[config.mk]
export PLATFORM = sky130hd
export DESIGN_NAME = pstrobe_reader
export DESIGN_NICKNAME = d
export VERILOG_FILES = /design/src/rtl/pstrobe_pkg.sv /design/src/rtl/pstrobe_sync.sv /design/src/rtl/pstrobe_timer.sv /design/src/rtl/pstrobe_fsm.sv /design/src/rtl/pstrobe_reader.sv
export SDC_FILE = /design/constraint.sdc
export NUM_CORES = 1
export LEC_CHECK = 0
export ABC_AREA = 1
export BUFFER_PORTS_ARGS = -buffer_cell sky130_fd_sc_hd__buf_2
export CORE_AREA = 2 2 39 41
export DETAILED_ROUTE_END_ITERATION = 12
export DIE_AREA = 0 0 41 43
export GPL_TIMING_DRIVEN = 0
export PLACE_DENSITY = 0.68
export SETUP_SLACK_MARGIN = 0.3
export SYNTH_ARGS = -nofsm -noshare
export SYNTH_HDL_FRONTEND = slang
export SYNTH_SLANG_ARGS = --single-unit
[constraint.sdc]
create_clock -name clk -period 1.2 [get_ports clk]
set_clock_uncertainty 0.05 [all_clocks]
set_input_delay 0.18 -clock clk [delete_from_list [all_inputs] [get_ports clk]]
set_output_delay 0.18 -clock clk [all_outputs]
set_load 0.005 [all_outputs]
[src/rtl/pstrobe_pkg.sv]
package pstrobe_pkg;

   typedef enum logic [2:0] {
      ST_IDLE   = 3'd0,
      ST_CHECK  = 3'd1,
      ST_STROBE = 3'd2,
      ST_LATCH  = 3'd3,
      ST_TAIL   = 3'd4,
      ST_STALL  = 3'd5
   } rdseq_state_e;

   function automatic logic strobe_on(input rdseq_state_e s);
      return (s == ST_STROBE) || (s == ST_LATCH) || (s == ST_TAIL);
   endfunction

endpackage

[src/rtl/pstrobe_sync.sv]
module pstrobe_sync #(
   parameter int STAGES = 2
) (
   input  logic clk,
   input  logic rst_n,
   input  logic async_i,
   output logic sync_o
);

   generate
      if (STAGES < 0) begin : g_bad
         $error("pstrobe_sync: STAGES must not be negative");
      end
      if (STAGES == 0) begin : g_bypass
         assign sync_o = async_i;
      end else begin : g_chain
         logic [STAGES-1:0] sh_q;
         if (STAGES == 1) begin : g_one
            always_ff @(posedge clk) begin
               if (!rst_n) sh_q <= '0;
               else        sh_q <= async_i;
            end
         end else begin : g_many
            always_ff @(posedge clk) begin
               if (!rst_n) sh_q <= '0;
               else        sh_q <= {sh_q[STAGES-2:0], async_i};
            end
         end
         assign sync_o = sh_q[STAGES-1];
      end
   endgenerate

endmodule

[src/rtl/pstrobe_timer.sv]
module pstrobe_timer #(
   parameter int CNT_W = 2
) (
   input  logic             clk,
   input  logic             rst_n,
   input  logic             clr_i,
   input  logic [CNT_W-1:0] lim_i,
   output logic             done_o
);

   logic [CNT_W-1:0] cnt_q;

   assign done_o = (cnt_q == lim_i);

   always_ff @(posedge clk) begin
      if (!rst_n)       cnt_q <= '0;
      else if (clr_i)   cnt_q <= '0;
      else if (!done_o) cnt_q <= cnt_q + 1'b1;
   end

   // phase counter never runs past the limit of the phase it times
   p_cnt_bound_r3: assert property (@(posedge clk) disable iff (!rst_n)
      cnt_q <= lim_i);

endmodule

[src/rtl/pstrobe_fsm.sv]
module pstrobe_fsm
   import pstrobe_pkg::*;
#(
   parameter int STROBE_CYC = 3,
   parameter int TAIL_CYC   = 1
) (
   input  logic clk,
   input  logic rst_n,
   input  logic start_i,
   input  logic abort_i,
   input  logic stat_i,
   input  logic fifo_full_i,
   output logic fifo_push_o,
   output logic rd_n_o,
   output logic empty_flag_o,
   output logic busy_o
);

   localparam int MAX_LEN = (STROBE_CYC > TAIL_CYC) ? STROBE_CYC : TAIL_CYC;
   localparam int CNT_W   = (MAX_LEN > 1) ? $clog2(MAX_LEN) : 1;
   localparam logic [CNT_W-1:0] STROBE_LIM = CNT_W'(STROBE_CYC - 1);
   localparam logic [CNT_W-1:0] TAIL_LIM   = CNT_W'(TAIL_CYC - 1);

   generate
      if (STROBE_CYC < 1 || TAIL_CYC < 1) begin : g_bad
         $error("pstrobe_fsm: phase lengths must be at least one cycle");
      end
   endgenerate

   rdseq_state_e     st_q, st_d;
   logic [CNT_W-1:0] lim;
   logic             ph_done;
   logic             ph_clr;

   always_comb begin
      unique case (st_q)
         ST_STROBE: lim = STROBE_LIM;
         ST_TAIL:   lim = TAIL_LIM;
         default:   lim = '0;
      endcase
   end

   always_comb begin
      st_d = st_q;
      if (abort_i) begin
         st_d = ST_IDLE;
      end else begin
         unique case (st_q)
            ST_IDLE:   if (start_i) st_d = ST_CHECK;
            ST_CHECK:  st_d = stat_i ? ST_STROBE : ST_STALL;
            ST_STROBE: if (ph_done) st_d = ST_LATCH;
            ST_LATCH:  st_d = ST_TAIL;
            ST_TAIL:   if (ph_done) st_d = ST_IDLE;
            ST_STALL:  st_d = ST_STALL;
            default:   st_d = ST_IDLE;
         endcase
      end
   end

   assign ph_clr = (st_d != st_q);

   always_ff @(posedge clk) begin
      if (!rst_n) st_q <= ST_IDLE;
      else        st_q <= st_d;
   end

   pstrobe_timer #(.CNT_W(CNT_W)) i_timer (
      .clk    (clk),
      .rst_n  (rst_n),
      .clr_i  (ph_clr),
      .lim_i  (lim),
      .done_o (ph_done)
   );

   assign rd_n_o       = !strobe_on(st_q);
   assign fifo_push_o  = (st_q == ST_LATCH) && !fifo_full_i;
   assign empty_flag_o = (st_q == ST_STALL);
   assign busy_o       = (st_q != ST_IDLE);

   // busy only rises after a start request
   p_busy_from_start_r2: assert property (@(posedge clk) disable iff (!rst_n)
      $rose(busy_o) |-> $past(start_i));
   // strobe assertion begins right after the check cycle
   p_strobe_after_check_r3: assert property (@(posedge clk) disable iff (!rst_n)
      $fell(rd_n_o) |-> $past(st_q == ST_CHECK));
   // a push happens only while the strobe is held low
   p_push_in_strobe_r4: assert property (@(posedge clk) disable iff (!rst_n)
      fifo_push_o |-> !rd_n_o && $past(!rd_n_o));
   // never push into a full FIFO
   p_no_overflow_r5: assert property (@(posedge clk) disable iff (!rst_n)
      fifo_push_o |-> !fifo_full_i);
   // stall holds with strobe released until abort
   p_stall_hold_r6: assert property (@(posedge clk) disable iff (!rst_n)
      (empty_flag_o && !abort_i) |=> (empty_flag_o && rd_n_o));
   // abort returns to idle within one clock
   p_abort_idle_r7: assert property (@(posedge clk) disable iff (!rst_n)
      abort_i |=> (!busy_o && rd_n_o && !empty_flag_o));
   // start during a strobe run does not restart it
   p_start_ignored_r8: assert property (@(posedge clk) disable iff (!rst_n)
      (st_q == ST_STROBE && start_i && !abort_i) |=> (st_q == ST_STROBE || st_q == ST_LATCH));

endmodule

[src/rtl/pstrobe_reader.sv]
module pstrobe_reader #(
   parameter int DATA_W      = 8,
   parameter int SYNC_STAGES = 2,
   parameter int STROBE_CYC  = 3,
   parameter int TAIL_CYC    = 1
) (
   input  logic              clk,
   input  logic              rst_n,
   input  logic              start_i,
   input  logic              abort_i,
   input  logic              pstat_i,
   input  logic [DATA_W-1:0] bus_i,
   input  logic              fifo_full_i,
   output logic              fifo_push_o,
   output logic [DATA_W-1:0] fifo_data_o,
   output logic              rd_n_o,
   output logic              empty_flag_o,
   output logic              busy_o
);

   generate
      if (DATA_W < 1) begin : g_bad_w
         $error("pstrobe_reader: DATA_W must be positive");
      end
   endgenerate

   logic stat_s;

   pstrobe_sync #(.STAGES(SYNC_STAGES)) i_sync (
      .clk     (clk),
      .rst_n   (rst_n),
      .async_i (pstat_i),
      .sync_o  (stat_s)
   );

   pstrobe_fsm #(
      .STROBE_CYC (STROBE_CYC),
      .TAIL_CYC   (TAIL_CYC)
   ) i_fsm (
      .clk          (clk),
      .rst_n        (rst_n),
      .start_i      (start_i),
      .abort_i      (abort_i),
      .stat_i       (stat_s),
      .fifo_full_i  (fifo_full_i),
      .fifo_push_o  (fifo_push_o),
      .rd_n_o       (rd_n_o),
      .empty_flag_o (empty_flag_o),
      .busy_o       (busy_o)
   );

   assign fifo_data_o = bus_i;

endmodule

==> run summary, run 1 <==
The flow ran to the end, but the final reports show violations. The final reports fail on setup timing. The global-route wire length before repair came out at 1640 um. The floorplan step defined a die boundary enclosing ~1800 um^2. The maximum number of pins on one net before global-route repair is 8. The data arrival time of the critical path came out at 1.02 ns. The sum of overflow across all layers after global routing came out at 0. The per-instance average area after synthesis is 6.32 um^2. Setup violations remaining at the end of the flow were counted as 5. The power consumption is approximately 570 uW.

The signal on the critical path passes through inv_4, nor3_2, buf_2. The core region is 1380 um^2. The minimum setup slack in the final design is -0.0533 ns. After detailed routing, the number of vias per cell comes to 4.46. The endpoint of the worst hold path is i_sync.g_chain.sh_q[0]$_SDFF_PN0_. The fraction of final layout cells sized beyond drive strength 1 came out at 0.634. The cell at the slowest stage of the critical path is dfxtp_4.

In this run, the number of DRC markers left after iteration 0 of detailed routing was 7. The source of the worst register-to-register timing path is i_fsm.st_q[2]$_SDFF_PN0_. Setup repair after global routing could not meet its margin everywhere. The kind of cell adding the most delay to the critical path is flip-flops. The number of cells in the design after placement is 106. The hold violation count in the final report came out at 0. The filler cell count is 137. The cell count of the worst hold path came out at 3. The number of DRC violations after detailed routing is 0.

The count of input and output buffers came out at 17. For this run, the detailed router's first-pass iteration total came to 4. In this run the top signal layer used is met3. The via count is 522. The register area share after synthesis came out at 0.304. The endpoint class of the critical path is an output pin. On the worst path, the slowest cell contributes a delay of 0.42 ns.

The cell depth of the worst flop-to-flop path came out at 9. The launching instance or port of the critical path is i_fsm.st_q[0]$_SDFF_PN0_. The footprint of the flip-flops and latches came out at between 100 and 150 um^2. In this run the remaining antenna-violating nets after routing total 0. The height of the die came out at 43 um. The critical path contains buffers and inverters numbering 2 combined.

The initial cell density of the core came out at 0.334. The via count of the first global-routing pass is around 450. The count of max-cap constraint violations came out at 0.

The largest fanout on the critical path came out at 6. After the last flow step, the layout net total stands at 116. The count of H-tree levels built during CTS came out at 1. The cell at the root of the clock tree is clkbuf_4. The count of hold-fix buffers inserted at cts came out at 0. The wire-length estimate of the detail-placed layout is about 760 um. For this design, the sink count on the clock tree is 7. Dividing the detail-routed wire length by the instance count gives around 9.3 um. The cell area after synthesis is 462 um^2. For the worst-skew pair, the clock arrives at the later sink with an insertion delay of 0.24 ns.

The met3 wirelength from detailed routing came out at ~110 um. The total clock buffers created by CTS is 3. The final weighted congestion of routability-driven global placement is 0.820. In this run the worst hold path is classified as input port to register. The data required time of the worst path is 0.97 ns. The count of state elements after synthesis came out at 7. The antenna cell count is 0. The fraction of the cycle the final worst path needs came out at 1.04. The total negative slack came out at -0.168 ns.

The boundary pin count came out at 26. TritonCTS built the clock tree. The maximum number of buffers from clock root to sink came out at 2. The synthesized net count came out at 87.

The routed design uses around 540 um of met2 wire. The headroom to the max-slew limit came out at 0.876. Based on the critical path, the design can be clocked at up to between 700 and 800 MHz. The leakage power is 0.392 nW. The placement row count is 14.

The worst voltage drop across the vdd grid is between 0.4 and 0.5 mV. The area used by multi-input combinational logic came out at 298 um^2. The worst setup path is launched from a register.

The total length of routed wires came out at 1090 um. The number of antenna violations at the first check in global routing came out at 0. The number of pins exceeding their max-slew limit in the final report was 0. The detailed router put a total of 444 um of wire on met1.

The worst hold path begins at pstat_i. Compared with the post-synthesis result, the final layout area differs by 62.9%. In the global route stage, overall resource usage came out at 0.136. The power density over cell area is roughly 750 nW/um^2. The clock input transition at the sequential cells of the worst setup and hold paths is 0.05 ns.

For this run, the number of Yosys warnings is 0. The final period demand of the worst path is 1.25 ns. The distinct cell type count of the synthesized netlist is 15. The capturing point of the worst reg2reg path is i_fsm.i_timer.cnt_q[1]$_SDFFE_PP0N_. The minimum setup slack among reg-to-reg paths came out at -0.04 ns.

Measured along the x axis, the die boundary spans 41 um. The instance count of the mapped netlist came out at 73. At the pin with the least slew margin, the transition time is 0.185 ns. The worst setup path is of the register to output pin kind. After the flow finishes, the layout carries non-filler instances totaling 117.
-- power breakdown --
group          internal (mW)  switching, mW
Clock                  0.126         0.0802
Combinational         0.0608         0.0524
Sequential             0.236        0.00927
-- cell type report --
class,count,share of cell area
Multi-Input combinational cell,47,0.396
Sequential cell,7,0.198
Timing Repair Buffer,24,0.183
Buffer,9,0.0948
Inverter,10,0.0666
Clock buffer,4,0.0349
Tap cell,16,0.0266
-- sequential cells by signal, indices dropped and copies added, names as in the netlist --
| signal | count |
|---|---|
| i_fsm.i_timer.cnt_q | 2 |
| i_fsm.st_q | 3 |
| i_sync.g_chain.sh_q | 2 |
-- cell families (layout without fill, tap and decap cells) --
kind of cell | Yosys count | after routing | synth area share
xor+xnor | 1 | 1 | 0.0190
compound gates | 4 | 4 | 0.0542
buf+inv | 19 | 47 | 0.228
flops | 7 | 7 | 0.304
simple gates | 42 | 42 | 0.396
-- synthesized netlist by cell type (all sizes together) --
master  instances  area (um^2)
nor2           14         57.6
buf             9         67.6
nor3            4         20.0
a21oi           2         10.0
nand3           6         35.0
inv            10         37.5
o31ai           1         7.51
dfxtp           7          140
nand2          18         70.1
xor2            1         8.76
o211ai          1         7.51
-- how the worst max path moves through the flow --
| stage | endpoint | slack (ns) | cells after the start |
|---|---|---|---|
| 3_3_place_gp | i_fsm.i_timer.cnt_q[1]$_SDFFE_PP0N_ | -0.001 | 9 |
| 4_1_cts | i_fsm.i_timer.cnt_q[1]$_SDFFE_PP0N_ | -0.04 | 8 |
| 5_1_grt | i_fsm.i_timer.cnt_q[1]$_SDFFE_PP0N_ | -0.12 | 8 |
| 3_5_place_dp | i_fsm.i_timer.cnt_q[1]$_SDFFE_PP0N_ | -0.05 | 9 |
| 6_report | empty_flag_o | -0.05 | 3 |
| 2_1_floorplan | i_fsm.i_timer.cnt_q[0]$_SDFFE_PP0N_ | 0.10 | 9 |
-- per-stage QoR --
stage                     hold WS (ns)  utilization  setup slack [ns]  cell area [um^2]
after floorplan                  0.223            -             0.103               490
after global placement           0.315        0.430          -0.00103               596
after detailed placement         0.319        0.430           -0.0495               596
after CTS                       0.0535        0.507           -0.0413               702
after global routing            0.0695        0.543            -0.117               752
final                           0.0657        0.543           -0.0533               752
-- tightest hold or removal path, cell delays in order --
cell	delay [ns]
buf_2	0.07
nand2_1	0.04
inv_1	0.04
-- timing repair --
action                     CTS  global route
buffers inserted             4             2
resized for setup           13            10
setup endpoints to repair    9             9
gates cloned                 1             0
hold endpoints to repair     0             0
pin swaps                    7             6
-- cells in the final DEF, fill, tap and decap left out, drive strengths merged --
cell type	instances
a21oi	2
buf	33
clkbuf	4
dfxtp	7
inv	10
nand2	18
nand3	6
nor2	14
nor3	4
o211ai	1
o31ai	1
xor2	1
-- per-layer routing --
| layer | vias to the layer above | global-route usage |
|---|---|---|
| li1 | 278 | - |
| met1 | 224 | 0.149 |
| met2 | 20 | 0.225 |
| met3 | 0 | 0.0262 |
| met4 | 0 | 0.0800 |
| met5 | - | 0 |
Power figures use the tool's default switching activity.
==> run 2: changes to the inputs <==
--- a/config.mk
+++ b/config.mk
@@ -8,11 +8,13 @@
 export ABC_AREA = 1
 export BUFFER_PORTS_ARGS = -buffer_cell sky130_fd_sc_hd__buf_2
 export CORE_AREA = 2 2 39 41
+export CTS_BUF_LIST = sky130_fd_sc_hd__clkbuf_4
 export DETAILED_ROUTE_END_ITERATION = 12
 export DIE_AREA = 0 0 41 43
 export GPL_TIMING_DRIVEN = 0
-export PLACE_DENSITY = 0.68
+export PLACE_DENSITY = 0.72
 export SETUP_SLACK_MARGIN = 0.3
 export SYNTH_ARGS = -nofsm -noshare
 export SYNTH_HDL_FRONTEND = slang
+export SYNTH_HIERARCHICAL = 1
 export SYNTH_SLANG_ARGS = --single-unit
==> run 2 against run 1 <==
The flow still finishes with violations (setup timing). Synthesized cell count rose by 15%. Highest routed layer is now met4. Global-route usage increased by 5.9 points. Final cell count up 26%. Sequential share of layout area shrank 3.2 points. Count of clock-buffer cells in the layout unchanged. Worst setup slack worse by 0.58 ns. Critical path type is now register to register. Critical path depth grew 15. Non-clock buffer count is 15 higher.
==> run summary, run 2 <==
The flow ran to the end, but the final reports show violations. The checks that failed: setup timing. The initial cell density of the core came out at 0.371 (+0.0371). The height of the die is 43 um (unchanged). The area used by multi-input combinational logic is 312 um^2 (+4.6%). The number of pins exceeding their max-slew limit in the final report came out at 0 (unchanged). The total clock buffers created by CTS came out at 3 (unchanged). The overall track demand over capacity in global routing came out at 0.195 (+0.0594). The count of state elements after synthesis is 7 (unchanged). The count of placed standard cells in the final layout, fillers left out was 147 (+26%).

The cell taking the most area after synthesis is dfxtp_1. The final layout net count came to 146 (+26%). STA classifies the critical path startpoint as a register. Among the stages of the critical path, the cell type that occurs most often is nand2_2.

The number of vias per cell was 4.49 (+0.63%). The number of antenna violations at the first check in global routing came to 0 (unchanged). The antenna cell count is 0 (unchanged).

The minimum setup slack in the final design came out at -0.636 ns (-0.583 ns). After synthesis, the most frequently instantiated cells are nand2_1, inv_1, nor2_1. The count of yosys warnings during synthesis came out at 6 (+6).

i_fsm/st_q holds more flip-flops than any other register. The critical path ends at i_fsm/i_timer/cnt_q[1]$_SDFFE_PP0P_. By area the synthesized netlist is led by dfxtp_1, nand2_1, buf_4, inv_1, nor2_1.

The cell depth of the worst flop-to-flop path is 18 (+9). The count of input and output buffers is 17 (unchanged). In this run the worst setup path begins at i_fsm/st_q[1]$_SDFF_PN0_. The count of hold-fix buffers inserted at cts came to 0 (unchanged).

The number of antenna-violating nets in the routed design came to 0 (unchanged). The placeable core area came to 1380 um^2 (unchanged). From synthesis to final layout, the design area changed by 78.3%. The per-instance average area after synthesis came out at 6.11 um^2 (-3.4%). The final weighted congestion of routability-driven global placement is 0.798 (-2.7%). The number of cells in the design after placement is 120 (+13%). The mean routed wirelength per cell came out at 10.0 um (+7.3%). The number of DRC violations after detailed routing came out at 0 (unchanged). The post-synthesis async set-or-reset flop share is 0 (unchanged).

The proportion of netlist area held by the largest area contributor came out at 0.273 (-0.0304). The number of iterations in the first detailed-routing pass is 5 (+1). The power density over cell area came to 702 nW/um^2 (-6.6%).

The path class of the tightest hold or removal check is input port to register. In the final layout, the registers with the most flip-flops are i_fsm/st_q (3), i_fsm/i_timer/cnt_q (2), i_sync/g_chain.sh_q (2). The power consumption came out at 642 uW (+14%). The clock input transition at the sequential cells of the worst setup and hold paths was 0.05 ns (about the same). The library cells used most frequently in the layout, excluding fill and tap cells, are buf_4, buf_2, nand2_1. The footprint of the flip-flops and latches was 151 um^2 (+1.7%). The count of H-tree levels built during CTS came out at 1 (unchanged). The instance count of the mapped netlist came out at 84 (+15%). The filler cell count came out at 112 (-18%). The minimum setup slack among reg-to-reg paths came to -0.64 ns (-0.60 ns). The final setup violation count came out at 9 (+4). The cell at the slowest stage of the critical path is dfxtp_4. The width of the chip was 41 um (unchanged). TritonCTS built the clock tree.

The placement-stage worst setup slack is -0.778 ns (-0.729 ns). Clock tree synthesis selected as its root buffer the cell clkbuf_4. The data required time of the worst path came out at 1.32 ns (+0.35 ns). The placement row count was 14 (unchanged).

The hold violation count in the final report came to 0 (unchanged). The worst stage delay on the critical path is 0.36 ns (-0.06 ns). The leading cell type in the layout, fill and taps excluded is buf_4.

The maximum achievable frequency came to 545 MHz (-32%). The number of clock sinks is 7 (unchanged). The global-route wire length before repair came out at 2350 um (+43%). The data arrival time of the critical path came out at 1.96 ns (+0.94 ns). The number of flip-flops under the largest register name is 3 (unchanged). The leakage power was 0.517 nW (+32%). The worst voltage drop across the vdd grid was 0.535 mV (+12%). The cell area after synthesis came to 513 um^2 (+11%). The total length of routed wires came out at 1470 um (+35%). The sum of overflow across all layers after global routing is 0 (unchanged). The boundary pin count came out at 26 (unchanged).

The most used flip-flop cell after synthesis is dfxtp_1. The startpoint identified for the worst register-to-register timing path is i_fsm/st_q[1]$_SDFF_PN0_. Setup repair after global routing could not meet its margin everywhere.

The detailed router's first-iteration violation count is 5 (-2). The overall die area came out at 1760 um^2 (unchanged). The worst setup path is of the register to register kind. The clock network latency to the later pin of the worst-skew pair is 0.24 ns (about the same). The final period demand of the worst path is 1.84 ns (+0.583 ns). The fraction of final layout cells sized beyond drive strength 1 came out at 0.618 (-0.0153).

The via count of the first global-routing pass is 633 (+40%). The largest fanout on the critical path came out at 3 (-3). The maximum number of pins on one net before global-route repair came out at 7 (-1). The distinct cell type count of the synthesized netlist is 17 (+2). The maximum number of buffers from clock root to sink came out at 2 (unchanged). The number of synthesized flops with an enable pin came out at 0 (unchanged). Traced cell by cell, the critical path runs through inv_4, nor2_4, nand2_2, inv_2, inv_2, nand2_2, nand2_2, a21oi_2, inv_1, nand3_2, nand3_2, nand2_2, nand2_2, nand2_2, nand3_2, nor2_2, o21ai_1, a21oi_1. The most common cell in the synthesized netlist is nand2_1. The capturing point of the worst reg2reg path is i_fsm/i_timer/cnt_q[1]$_SDFFE_PP0P_. The register area share after synthesis was 0.273 (-0.0304). The fraction of the cycle the final worst path needs came out at 1.53 (+0.486). The half-perimeter wire length after placement is 832 um (+9.6%).

STA classifies the critical path endpoint as a register. The via count came out at 660 (+26%). The count of max-cap constraint violations was 0 (unchanged).
## run 2: cell types whose count changed in the layout (fill, tap and decap cells not counted), sizes merged, moves of 2 or more
cell   before  now
nor2       14   11
a21oi       2    4
nor3        4    0
buf        33   48
conb        0    4
nand3       6    9
nand2      18   25
o21ai       0    2
inv        10   14
## run 2: worst min-delay path by stage
| stage | from | endpoint | slack [ns] | cells past startpoint |
|---|---|---|---|---|
| 2_1_floorplan | pstat_i | i_sync/g_chain.sh_q[0]$_SDFF_PN0_ | 0.22 | 2 |
| 3_3_place_gp | pstat_i | i_sync/g_chain.sh_q[0]$_SDFF_PN0_ | 0.31 | 3 |
| 3_5_place_dp | pstat_i | i_sync/g_chain.sh_q[0]$_SDFF_PN0_ | 0.31 | 3 |
| 4_1_cts | pstat_i | i_sync/g_chain.sh_q[0]$_SDFF_PN0_ | 0.06 | 3 |
| 5_1_grt | pstat_i | i_sync/g_chain.sh_q[0]$_SDFF_PN0_ | 0.09 | 3 |
| 6_report | pstat_i | i_sync/g_chain.sh_q[0]$_SDFF_PN0_ | 0.07 | 3 |
## run 2: cell families (layout without fill, tap and decap cells)
logic type / after synthesis / count (layout) / synth area share
flip-flops: 7 / 7 / 0.273
other: 1 / 4 / 0.00731
buffers and inverters: 23 / 67 / 0.227
AND/OR/NAND/NOR: 46 / 46 / 0.412
AO/OA/AOI/OAI: 7 / 7 / 0.0805
## run 2: repair_timing
item / 4_1_cts / 5_1_grt
pin swaps: 9 / 12
endpoints found under the setup margin: 9 / 9
setup buffers: 18 / 5
gates resized for setup: 19 / 8
gates cloned: 0 / 0
## run 2: power breakdown
part | internal [mW] | switching, mW
sequential | 0.239 | 0.0123
clock | 0.149 | 0.0733
combinational | 0.0916 | 0.0772
## run 2: cell type report
type / count / area share
flip-flops and latches: 7 / 0.166
inverters: 15 / 0.0670
plain buffers: 8 / 0.0657
multi-input cells: 57 / 0.341
clock buffers: 4 / 0.0328
well taps: 16 / 0.0219
repair buffers: 40 / 0.306
## run 2: per-layer routing
layer | vias up | share of wire | global-route usage
met5 | - | 0 | 0
met4 | 0 | 0.034 | 0.127
met3 | 6 | 0.067 | 0.0314
met2 | 27 | 0.50 | 0.328
met1 | 287 | 0.40 | 0.207
li1 | 340 | - | -
## run 2: metrics by stage
step / hold WS (ns) / setup TNS (ns) / area (um^2) / utilization
3_3_place_gp: 0.306 / -1.94 / 634 / 0.458
2_1_floorplan: 0.223 / -1.26 / 529 / -
6_report: 0.0690 / -3.06 / 915 / 0.661
4_1_cts: 0.0610 / -2.26 / 853 / 0.617
3_5_place_dp: 0.314 / -2.08 / 634 / 0.458
5_1_grt: 0.0918 / -4.01 / 915 / 0.661
## run 2: critical path, delay by kind of cell (launching register included)
family / cells / cell delay [ns]
and+or+nand+nor: 11 / 0.83
DFF: 1 / 0.36
AOI/OAI and AO/OA: 3 / 0.30
buffers and inverters: 4 / 0.22
